<file path="config.mk">
export PLATFORM = sky130hd
export DESIGN_NAME = bus_strobe_gen
export DESIGN_NICKNAME = d
export VERILOG_FILES = /design/src/rtl/bus_strobe_pkg.sv /design/src/rtl/bus_strobe_phase.sv /design/src/rtl/bus_strobe_ctx.sv /design/src/rtl/bus_strobe_cfg.sv /design/src/rtl/bus_strobe_window.sv /design/src/rtl/bus_strobe_gen.sv
export SDC_FILE = /design/constraint.sdc
export NUM_CORES = 1
export LEC_CHECK = 0
export BUFFER_PORTS_ARGS = -buffer_cell sky130_fd_sc_hd__buf_2
export CORE_AREA = 2 2 39 41
export DETAILED_ROUTE_END_ITERATION = 10
export DIE_AREA = 0 0 41 43
export PLACE_DENSITY_LB_ADDON = 0.05
export SETUP_SLACK_MARGIN = 0.3
export SKIP_LAST_GASP = 1
export SLEW_MARGIN = 10
export SYNTH_ARGS = -nofsm -noshare
export SYNTH_HDL_FRONTEND = slang
export SYNTH_SLANG_ARGS = --single-unit
export TNS_END_PERCENT = 30
</file>
<file path="constraint.sdc">
create_clock -name clk -period 2.9 [get_ports clk]
set_clock_uncertainty 0.2 [all_clocks]
set_input_delay 0.58 -clock clk [delete_from_list [all_inputs] [get_ports clk]]
set_output_delay 0.58 -clock clk [all_outputs]
set_load 0.02 [all_outputs]
</file>
<file path="src/rtl/bus_strobe_pkg.sv">
package bus_strobe_pkg;
  typedef enum logic [1:0] {
    CLS_OTHER   = 2'b00,
    CLS_DMOVE   = 2'b01,
    CLS_CTABLE  = 2'b10,
    CLS_OTHER2  = 2'b11
  } instr_cls_e;

  typedef struct packed {
    logic       ext;
    logic       xdata;
    instr_cls_e cls;
  } cyc_ctx_t;

  function automatic logic cls_forces_ale(instr_cls_e c);
    return (c == CLS_DMOVE) || (c == CLS_CTABLE);
  endfunction
endpackage

</file>
<file path="src/rtl/bus_strobe_phase.sv">
module bus_strobe_phase #(
  parameter int CYC_LEN = 12,
  localparam int PH_W = $clog2(CYC_LEN)
) (
  input  logic            clk,
  input  logic            rst_n,
  output logic [PH_W-1:0] phase,
  output logic            last
);
  localparam logic [PH_W-1:0] LAST_PH = PH_W'(CYC_LEN - 1);

  assign last = (phase == LAST_PH);

  always_ff @(posedge clk or negedge rst_n) begin
    if (!rst_n)    phase <= '0;
    else if (last) phase <= '0;
    else           phase <= phase + 1'b1;
  end
endmodule

</file>
<file path="src/rtl/bus_strobe_ctx.sv">
module bus_strobe_ctx
  import bus_strobe_pkg::*;
(
  input  logic       clk,
  input  logic       rst_n,
  input  logic       sample,
  input  logic       ext_in,
  input  logic       xdata_in,
  input  logic [1:0] cls_in,
  output cyc_ctx_t   ctx
);
  always_ff @(posedge clk or negedge rst_n) begin
    if (!rst_n) begin
      ctx <= '{ext: 1'b0, xdata: 1'b0, cls: CLS_OTHER};
    end else if (sample) begin
      ctx.ext   <= ext_in;
      ctx.xdata <= xdata_in;
      ctx.cls   <= instr_cls_e'(cls_in);
    end
  end
endmodule

</file>
<file path="src/rtl/bus_strobe_cfg.sv">
module bus_strobe_cfg #(
  parameter int              ADDR_W   = 8,
  parameter logic [ADDR_W-1:0] REG_ADDR = 8'h8E
) (
  input  logic              clk,
  input  logic              rst_n,
  input  logic              wr,
  input  logic [ADDR_W-1:0] addr,
  input  logic              wbit,
  output logic              ale_off
);
  logic hit;
  assign hit = wr && (addr == REG_ADDR);

  always_ff @(posedge clk or negedge rst_n) begin
    if (!rst_n)   ale_off <= 1'b0;
    else if (hit) ale_off <= wbit;
  end
endmodule

</file>
<file path="src/rtl/bus_strobe_window.sv">
module bus_strobe_window #(
  parameter int CYC_LEN = 12,
  parameter int START   = 0,
  parameter int WIDTH   = 2,
  localparam int PH_W   = $clog2(CYC_LEN)
) (
  input  logic [PH_W-1:0] phase,
  output logic            hit
);
  localparam int          STOP  = START + WIDTH;
  localparam logic [PH_W:0] HI  = (PH_W+1)'(STOP);
  localparam logic [PH_W:0] LO  = (PH_W+1)'(START);

  logic [PH_W:0] ph_ext;
  assign ph_ext = {1'b0, phase};

  generate
    if (START == 0) begin : g_from_zero
      assign hit = (ph_ext < HI);
    end else begin : g_mid
      assign hit = (ph_ext >= LO) && (ph_ext < HI);
    end
  endgenerate
endmodule

</file>
<file path="src/rtl/bus_strobe_gen.sv">
module bus_strobe_gen
  import bus_strobe_pkg::*;
#(
  parameter int CYC_LEN     = 12,
  parameter int ALE_WIDTH   = 2,
  parameter int ALE_KEEP_AT = 0,
  parameter int ALE_SKIP_AT = 6,
  parameter int PSEN_WIDTH  = 3,
  parameter int PSEN_SLOTS  = 2,
  parameter int PSEN_AT0    = 2,
  parameter int PSEN_STEP   = 6,
  parameter int ADDR_W      = 8,
  parameter logic [ADDR_W-1:0] DIS_ADDR = 8'h8E
) (
  input  logic              clk,
  input  logic              rst_n,
  input  logic              ext_exec,
  input  logic              xdata_cycle,
  input  logic [1:0]        instr_class,
  input  logic              cfg_wr,
  input  logic [ADDR_W-1:0] cfg_addr,
  input  logic              cfg_bit,
  output logic              ale,
  output logic              psen_n,
  output logic              ale_weak
);
  localparam int PH_W = $clog2(CYC_LEN);

  logic [PH_W-1:0] phase;
  logic            phase_last;
  cyc_ctx_t        ctx;
  logic            ale_off;
  logic            cyc_ext;
  logic            cyc_data;

  bus_strobe_phase #(.CYC_LEN(CYC_LEN)) u_phase (
    .clk(clk), .rst_n(rst_n), .phase(phase), .last(phase_last)
  );

  bus_strobe_ctx u_ctx (
    .clk(clk), .rst_n(rst_n), .sample(phase_last),
    .ext_in(ext_exec), .xdata_in(xdata_cycle), .cls_in(instr_class),
    .ctx(ctx)
  );

  bus_strobe_cfg #(.ADDR_W(ADDR_W), .REG_ADDR(DIS_ADDR)) u_cfg (
    .clk(clk), .rst_n(rst_n), .wr(cfg_wr), .addr(cfg_addr),
    .wbit(cfg_bit), .ale_off(ale_off)
  );

  assign cyc_ext  = ctx.ext;
  assign cyc_data = ctx.xdata;

  // Latch strobe: one kept slot, one slot dropped in data-access cycles.
  logic ale_keep_hit, ale_skip_hit;

  bus_strobe_window #(.CYC_LEN(CYC_LEN), .START(ALE_KEEP_AT), .WIDTH(ALE_WIDTH))
    u_ale_keep (.phase(phase), .hit(ale_keep_hit));
  bus_strobe_window #(.CYC_LEN(CYC_LEN), .START(ALE_SKIP_AT), .WIDTH(ALE_WIDTH))
    u_ale_skip (.phase(phase), .hit(ale_skip_hit));

  logic ale_allowed;
  logic ale_pattern;

  always_comb begin
    ale_allowed = !ale_off || ctx.ext || cls_forces_ale(ctx.cls);
    ale_pattern = ale_keep_hit || (ale_skip_hit && !ctx.xdata);
  end

  assign ale      = ale_allowed && ale_pattern;
  assign ale_weak = !ale_allowed;

  // Code read strobe: repeated slots, all dropped in data-access cycles.
  logic [PSEN_SLOTS-1:0] psen_hits;

  generate
    for (genvar s = 0; s < PSEN_SLOTS; s++) begin : g_psen_slot
      bus_strobe_window #(
        .CYC_LEN(CYC_LEN),
        .START(PSEN_AT0 + s * PSEN_STEP),
        .WIDTH(PSEN_WIDTH)
      ) u_win (.phase(phase), .hit(psen_hits[s]));
    end
  endgenerate

  assign psen_n = !(ctx.ext && !ctx.xdata && (|psen_hits));
endmodule

</file>
Word-level counts from Yosys, hierarchy flattened
Cells that the tools add are included.

storage, ports and cells
  logic and storage cells = 35
  bits of input ports = 16
  register bits after elaboration = 9
  output and inout bits = 3

operators by class
  $add $sub $neg = 1
  multiplexer cells = 1
  equal/unequal tests = 4
  reduce and logical (&&, ||, !) cells = 17
  order comparisons = 7

operators with widths
  operator                                                                             count
  8-bit == test, second input constant                                                 1
  1-bit logical AND                                                                    8
  4-bit < comparator, second input constant                                            2
  4-bit by 1-bit adder with 4-bit output, second input constant                        1
  4-bit == test, second input constant                                                 1
  4-bit by 2-bit greater-or-equal comparator with 1-bit output, second input constant  1
  4-bit by 3-bit greater-or-equal comparator with 1-bit output, second input constant  1
  4-bit greater-or-equal comparator, second input constant                             1
  1-bit logical NOT                                                                    4
  1-bit logical OR                                                                     4
  4-bit by 2-bit < comparator with 1-bit output, second input constant                 1
  4-bit by 3-bit < comparator with 1-bit output, second input constant                 1
  4-bit 2-to-1 mux                                                                     1
  2-bit by 1-bit == test with 1-bit output, second input constant                      1
  2-bit == test, second input constant                                                 1
  2-bit OR reduction                                                                   1

Logic depth before layout (Yosys ltp)
Gate-level depths: netlist of the first run.

  depth in word-level cells = 5
  depth in mapped cells = 5
  mapped depth without buffers = 5

Cells and area by module
A second synthesis of the first run with hierarchy kept.

unflattened totals
  cells, all modules = 41
  area, all modules = 490.5 um^2

modules (own cells, without submodules)
  module                                    area an instance (um^2)  sequential area each (um^2)  instances  cells each
  bus_strobe_phase                          180.2                    100.1                        1          14
  bus_strobe_ctx                            145.1                    100.1                        1          8
  bus_strobe_cfg                            63.8                     25.0                         1          5
  bus_strobe_gen                            45.0                     0.0                          1          7
  bus_strobe_window (g_psen_slot[0].u_win)  21.3                     0.0                          1          3
  bus_strobe_window (g_psen_slot[1].u_win)  16.3                     0.0                          1          2
  bus_strobe_window (u_ale_keep)            10.0                     0.0                          1          1
  bus_strobe_window (u_ale_skip)            8.8                      0.0                          1          1

Least setup slack after synthesis of the first run
Ideal clock, no wire load.

  path kind = reg2out
  start = register u_phase.phase[0]
  end = output port ale
  stages on the path, launching flop included = 5
  path buffers = 0
  data required time = 2120 ps
  arrival time = 1790 ps
  setup slack = 330 ps
  cells stage by stage = dfrtp_1 > inv_1 > ha_1 > o21bai_1 > a2111oi_0

on the way
  word-level cells in the longest chain between the ends = 5
  elaborated cells between the ends (all ways) = 7
  classes of those cells = order compare (3); reduce/logical (4)

RTL lines
  element                                                                                             line                     source
  start, declared                                                                                     bus_strobe_phase.sv:7    output logic [PH_W-1:0] phase,
  start signal, assigned                                                                              bus_strobe_phase.sv:17   else phase <= phase + 1'b1;
  4-bit by 3-bit greater-or-equal comparator with 1-bit output or 4-bit < comparator (tied branches)  bus_strobe_window.sv:21  assign hit = (ph_ext >= LO) && (ph_ext < HI);
  1-bit logical AND                                                                                   bus_strobe_window.sv:21
  1-bit logical AND                                                                                   bus_strobe_gen.sv:67     ale_pattern = ale_keep_hit || (ale_skip_hit && !ctx.xdata);
  1-bit logical OR *                                                                                  bus_strobe_gen.sv:67
  1-bit logical AND *                                                                                 bus_strobe_gen.sv:70     assign ale = ale_allowed && ale_pattern;
  end, declared                                                                                       bus_strobe_gen.sv:23     output logic ale,

Every way passes the cells marked *; elsewhere a longest branch is shown, timed or not.

Worst setup path after layout of the first run
Same ends and word-level chain as after synthesis.

==> results by group, run 1 <==
Global routing
  – Initial antenna violation count: 0
  – GR Overflow Total: 0
  – Pin count of the biggest net entering global routing: 10
  – Vias in the first global route: 336
  – First-pass GRT wire length: 1380 um
  – Total GRT Usage: 12.3%

Die
  – Die span in y: 43 um
  – Top Ports: 19
  – Core Rows: 14
  – Die area: 1760 um2
  – Die width: 41 um
  – Area of the core: 1380 um2
  – Initial core utilization: 33.9%

Route
  – DR DRC count: 0
  – Vias: 363
  – DR vias/cell: 4.59
  – First drt pass iteration count: 4
  – Final wirelength: 816 um
  – DR WL/cell: 10.3 um
  – Iter 0 DRT Violations: 3
  – Post-DRT Antenna Nets: 0

STA
  – Setup violators final: 0
  – Final Cycle Share: 80.9%
  – Setup TNS: 0 ps
  – Slew headroom: 78.4%
  – Final hold slack: 282 ps
  – F_max: 426 MHz
  – Final Critical Period: 2350 ps
  – Measured slew at the worst slew-check pin: 317 ps
  – RSZ-0062 raised after global routing: no
  – Pins Over Slew Limit: 0
  – Hold Vio Cnt, Final: 0

Worst setup path
  – WS Path Type: register to primary output
  – Worst r2r path cells: 3
  – Critical Path Source Type: register
  – Worst-path maximum fanout: 3
  – R2r setup slk: 1330 ps
  – CP Capture Type: primary output
  – Reg-to-reg startpoint: u_phase.phase[1]
  – WP data arrival: 1570 ps
  – Reg2reg end: u_ctx.ctx[3]
  – Critical Path RT: 2120 ps

Synth
  – Post-synth EDFFs: 0
  – Post-synth top cells: dfrtp_1, mux2_1, ha_1, nand2b_1
  – Top cells by area, synth: dfrtp_1, mux2_1, ha_1
  – Mean Syn Cell Area: 11.7 um2
  – Most used flip-flop cell after synthesis: dfrtp_1
  – Asr flop ratio synth: 100%
  – Synth Net Count: 59
  – Cell Area, Synth: 469 um2
  – Seq/Total Area, Yosys: 48.0%
  – Top cell type's share of synthesized area: 48.0%
  – Yosys reg bits: 9
  – Most frequent cell after synthesis: dfrtp_1
  – Synth warn: 0
  – Leading area contributor after synthesis: dfrtp_1
  – Yosys cell types: 20
  – Mapped Cells: 40

CTS
  – Clock Path Buffers: 2
  – CTS Buf Count: 3
  – TritonCTS clock tree: done
  – Skew-Pair Late Insertion Delay: 260 ps
  – CTS Sinks: 9
  – CTS root buf: clkbuf_4
  – Clock transition at path regs: 60 ps
  – Post-CTS sizing: 0
  – Htree depth: 1

Place
  – PortBufs: 18
  – Final GP Congestion: 0.732
  – Placed cell count: 74

Cells and area
  – Fin cells: 79
  – FILL cells: 139
  – Final nets: 83
  – N_diodes: 0
  – Share of cells above drive strength 1: 36.5%
  – Layout area overhead: 31.5%

Run
  – Maxcap violations: 0

Min path
  – Worst hold start: u_cfg.ale_off
  – Hold path depth: 1
  – Hold endpoint: u_cfg.ale_off
  – Worst hold path type: register to register

Power
  – Peak VDD IR: 0.000254 V
  – Pwr dens: 399 nW/um2
  – Leak pwr: 0.299 nW

Run status
  – Status: finished clean
-- through the flow --
step                      setup slack, ps  power (mW)  util (%)  instance area (um2)
after floorplan                       330       0.139         -                  469
after global placement                793       0.152      41.9                  579
after detailed placement              783       0.152      41.9                  579
after CTS                             509       0.253      44.6                  617
after global routing                  330       0.262      44.6                  617
final                                 553       0.246      44.6                  617
-- cells by family (layout without fill, tap and decap cells) --
logic type      after synthesis  after routing  synth area share (%)
flops                         9              9                  48.0
mux                           6              6                  14.1
compound gates                5              5                  6.93
xor+xnor                      1              1                  1.87
fa+ha+maj                     3              3                  8.00
simple gates                 14             14                  19.5
buf+inv                       2             25                  1.60
-- placed cells by master, fill, tap and decap left out --
cell / Yosys / final
xor2_1: 1 / 1
dlygate4sd3_1: 0 / 1
nand3b_1: 2 / 2
inv_1: 2 / 2
mux2i_1: 1 / 1
buf_2: 0 / 18
a2111oi_0: 1 / 1
nor3b_1: 1 / 1
nor4_2: 1 / 1
clkbuf_4: 0 / 3
nand2_1: 2 / 2
mux2_1: 5 / 5
nor2_1: 1 / 1
and2_1: 1 / 1
ha_1: 3 / 3
o21bai_1: 1 / 1
nand2b_1: 3 / 3
clkinv_2: 0 / 1
dfrtp_1: 9 / 9
or4b_1: 1 / 1
o21ai_0: 1 / 1
nand3_1: 2 / 2
o22ai_1: 1 / 1
o21ai_1: 1 / 1
-- power by group --
group          leakage (nW)  internal [mW]  switching (mW)
Clock                0.0177         0.0509          0.0449
Sequential            0.112          0.129         0.00222
Combinational         0.169         0.0118         0.00723
Total                 0.299          0.192          0.0543
-- layer usage --
| metal | GRT usage, % | share of wire, % |
|---|---|---|
| met1 | 13.0 | 46 |
| met2 | 18.1 | 46 |
| met3 | 7.85 | 7.6 |
| met4 | 6.00 | 0 |
| met5 | 0 | 0 |
-- critical path: stages (launching register included) --
cell and delay, ps:
dfrtp_1 400, inv_1 100, ha_1 150, o21bai_1 60, a2111oi_0 370, buf_2 230
-- worst max path at each step --
stage                     startpoint  slack [ps]  cells after the start             to
floorplan           u_phase.phase[0]         330                      4            ale
CTS                 u_phase.phase[0]         510                      5            ale
global route        u_phase.phase[0]         330                      5            ale
finish              u_phase.phase[0]         550                      5            ale
detailed placement       cfg_addr[5]         780                      4  u_cfg.ale_off
global placement         cfg_addr[5]         790                      4  u_cfg.ale_off
-- sequential cells by signal, indices dropped and copies added, names as in the netlist --
name	cells
u_ctx.ctx	4
u_cfg.ale_off	1
u_phase.phase	4
-- timing repair --
action                    in CTS  in global routing
buffers inserted               0                  0
hold buffers                   1                  0
hold endpoints to repair       9                  0
-- final cells by class --
cell class	instances	area (um2)	area share, %
Clock inverter	1	5.00	0.811
Inverter	2	7.51	1.22
Multi-Input combinational cell	29	236	38.3
Clock buffer	3	22.5	3.65
Timing Repair Buffer	19	100	16.2
Tap cell	16	20.0	3.25
Sequential cell	9	225	36.5
(Power assumes the default switching activity.)
==> inputs of run 2 (changes only) <==
- ABC_AREA: not set -> 1
- clock period: 2.9 -> 2.07 ns (I/O delays scaled with it)
==> results by group, run 2 <==
Die
  – Initial core utilization: 38.0% (was 33.9%)
  – Top Ports: 19 (unchanged)
  – Area of the core: 1380 um2 (unchanged)
  – Core Rows: 14 (unchanged)
  – Die area: 1760 um2 (unchanged)
  – Die span in y: 43 um (unchanged)
  – Die width: 41 um (unchanged)

STA
  – Final Critical Period: 1970 ps
  – RSZ-0062 raised after global routing: yes (was no)
  – Final hold slack: 160 ps (was 282 ps)
  – Slew headroom: 83.9% (was 78.4%)
  – Final Cycle Share: 95.4%
  – Setup TNS: 0 ps (unchanged)
  – Hold Vio Cnt, Final: 0 (unchanged)
  – F_max: 507 MHz
  – Pins Over Slew Limit: 0 (unchanged)
  – Measured slew at the worst slew-check pin: 239 ps (was 317 ps)
  – Setup violators final: 0 (unchanged)

Global routing
  – Total GRT Usage: 14.2% (was 12.3%)
  – GR Overflow Total: 0 (unchanged)
  – First-pass GRT wire length: 1640 um (was 1380 um)
  – Vias in the first global route: 434 (was 336)
  – Initial antenna violation count: 0 (unchanged)
  – Pin count of the biggest net entering global routing: 10 (unchanged)

Worst setup path
  – WS Path Type: register to primary output (unchanged)
  – R2r setup slk: 730 ps (was 1330 ps)
  – Worst r2r path cells: 6 (was 3)
  – Slowest cell on crit path: dfrtp_1 (unchanged)
  – WP data arrival: 1360 ps (was 1570 ps)
  – Critical Path Source Type: register (unchanged)
  – CP Capture Type: primary output (unchanged)
  – Critical Path End: ale (unchanged)
  – Reg2reg end: u_ctx.ctx[2] (was u_ctx.ctx[3])
  – Reg-to-reg startpoint: u_phase.phase[1] (unchanged)
  – Top Family by Delay on Critical Path: flip-flops (was compound AO/OA/AOI/OAI gates)
  – Stages on the worst setup path: 5 (unchanged)
  – Critical path's largest stage delay: 430 ps (was 400 ps)
  – Critical Path RT: 1460 ps (was 2120 ps)
  – Worst-path maximum fanout: 5 (was 3)
  – Crit-path cells: ha_2 -> or2_4 -> nand2_2 -> a21oi_2 -> buf_4 (was inv_1 -> ha_1 -> o21bai_1 -> a2111oi_0 -> buf_2)
  – Buf/Inv on CP: 1 (was 2)
  – Crit path from: u_phase.phase[1] (was u_phase.phase[0])

Cells and area
  – Top flop regs: u_ctx.ctx (4), u_phase.phase (4), u_cfg.ale_off (1) (unchanged)
  – Post-route design area: 719 um2 (was 617 um2)
  – Layout area overhead: 36.9% (was 31.5%)
  – N_diodes: 0 (unchanged)
  – Final nets: 112 (was 83)
  – Most common cell after layout, fill and taps aside: nand2_1 (was buf_2)
  – FILL cells: 147 (was 139)
  – FF/Latch Area: 225 um2 (unchanged)
  – Share of cells above drive strength 1: 40.2% (was 36.5%)
  – Area taken by multi-input logic gates: 268 um2 (was 236 um2)
  – Most frequent cells in the layout: nand2_1, buf_2, inv_1 (was buf_2, dfrtp_1, mux2_1)

Route
  – DR DRC count: 0 (unchanged)
  – First drt pass iteration count: 2 (was 4)
  – Vias: 489 (was 363)
  – Final wirelength: 1070 um (was 816 um)
  – Post-DRT Antenna Nets: 0 (unchanged)
  – Iter 0 DRT Violations: 3 (unchanged)
  – DR WL/cell: 9.90 um (was 10.3 um)
  – DR vias/cell: 4.53 (was 4.59)

Place
  – Final GP Congestion: 0.620 (was 0.732)
  – PortBufs: 18 (unchanged)
  – Detailed placement HPWL: 817 um
  – Post-DP Area: 636 um2 (was 579 um2)

Synth
  – Leading area contributor after synthesis: dfrtp_1 (unchanged)
  – Synth warn: 0 (unchanged)
  – Cell Area, Synth: 526 um2 (was 469 um2)
  – Synth Net Count: 86 (was 59)
  – Most frequent cell after synthesis: nand2_1 (was dfrtp_1)
  – Asr flop ratio synth: 100% (unchanged)
  – Yosys reg bits: 9 (unchanged)
  – Post-synth EDFFs: 0 (unchanged)
  – Top cell type's share of synthesized area: 42.9% (was 48.0%)
  – Yosys cell types: 17 (was 20)
  – Mapped Cells: 67 (was 40)
  – Top cells by area, synth: dfrtp_1, nand2_1, inv_1 (was dfrtp_1, mux2_1, ha_1)
  – Post-synth top cells: nand2_1, inv_1, dfrtp_1 (was dfrtp_1, mux2_1, ha_1, nand2b_1)
  – Mean Syn Cell Area: 7.84 um2 (was 11.7 um2)
  – Seq/Total Area, Yosys: 42.9% (was 48.0%)
  – Most used flip-flop cell after synthesis: dfrtp_1 (unchanged)

Min path
  – Worst hold path type: primary input to register (was register to register)

Power
  – Comb pwr share: 8.9% (was 7.7%)
  – Peak VDD IR: 0.000297 V (was 0.000254 V)
  – Pwr dens: 486 nW/um2 (was 399 nW/um2)
  – Switching share of power: 22.4% (was 22.1%)
  – Total power: 350 uW (was 246 uW)
  – Sequential power share: 52.5% (was 53.3%)
  – Leak pwr: 0.403 nW (was 0.299 nW)
  – Switching power: 78.4 uW (was 54.3 uW)
  – Clock Power Share: 38.6% (was 38.9%)
  – Internal Pwr Total: 271 uW (was 192 uW)

CTS
  – Clock Path Buffers: 2 (unchanged)
  – Skew-Pair Late Insertion Delay: 260 ps (about the same)
  – Htree depth: 1 (unchanged)
  – CTS Buf Count: 3 (unchanged)
  – TritonCTS clock tree: done (unchanged)
  – Clock transition at path regs: 60 ps (about the same)
  – CTS Sinks: 9 (unchanged)
  – CTS root buf: clkbuf_4 (unchanged)

Run status
  – Status: finished clean (unchanged)

Run
  – Maxcap violations: 0 (unchanged)
## run 2: worst min-delay path by stage
stage	start	to	slack [ps]	depth (start not counted)
finish	xdata_cycle	u_ctx.ctx[2]	160	3
global route	xdata_cycle	u_ctx.ctx[2]	160	3
CTS	xdata_cycle	u_ctx.ctx[2]	150	3
detailed placement	rst_n	u_phase.phase[1]	80	1
global placement	rst_n	u_phase.phase[1]	80	1
floorplan	rst_n	u_cfg.ale_off	-80	0
## run 2: timing repair
item | in CTS | in global routing
hold endpoints to repair | 9 | 0
hold buffers | 1 | 0
resized for setup | 4 | 8
endpoints found under the setup margin | 2 | 2
pin swaps | 1 | 2
buffers inserted | 2 | 0
## run 2: layout make-up
type,count,share of cell area [%]
multi-input cells,43,37.2
flip-flops and latches,9,31.3
repair buffers,21,17.2
inverters,15,7.83
clock buffers,4,3.65
well taps,16,2.78
## run 2: tightest hold or removal path, stage by stage
cell and delay, ps:
buf_2 80, nand2_1 40, nand2_1 50
## run 2: cell families after synthesis
logic type / share of synthesized area (%)
DFF: 42.9
buffers and inverters: 10.7
AOI/OAI and AO/OA: 10.2
and+or+nand+nor: 29.0
adders and majority gates: 7.14
## run 2: metal layers
metal	up-vias	global-route usage, %	share of wire (%)
li1	256	-	-
met1	224	16.8	45
met2	7	21.3	50
met3	2	4.71	3.4
met4	0	8.00	0.75
met5	-	0	0
## run 2: power by group through the flow
stage / clock (mW) / sequential, mW / combinational [mW]
after global placement: 0 / 0.187 / 0.0296
after detailed placement: 0 / 0.187 / 0.0297
after CTS: 0.142 / 0.183 / 0.0312
after floorplan: 0 / 0.186 / 0.0106
final: 0.135 / 0.184 / 0.0312
after global routing: 0.151 / 0.184 / 0.0362
## run 2: per-stage QoR
stage	std cells	utilization, %	worst slack (ps)
global route	108	52.0	39.9
finish	108	52.0	96.1
floorplan	67	-	364
global placement	101	45.9	327
detailed placement	101	45.9	295
CTS	108	50.2	82.5
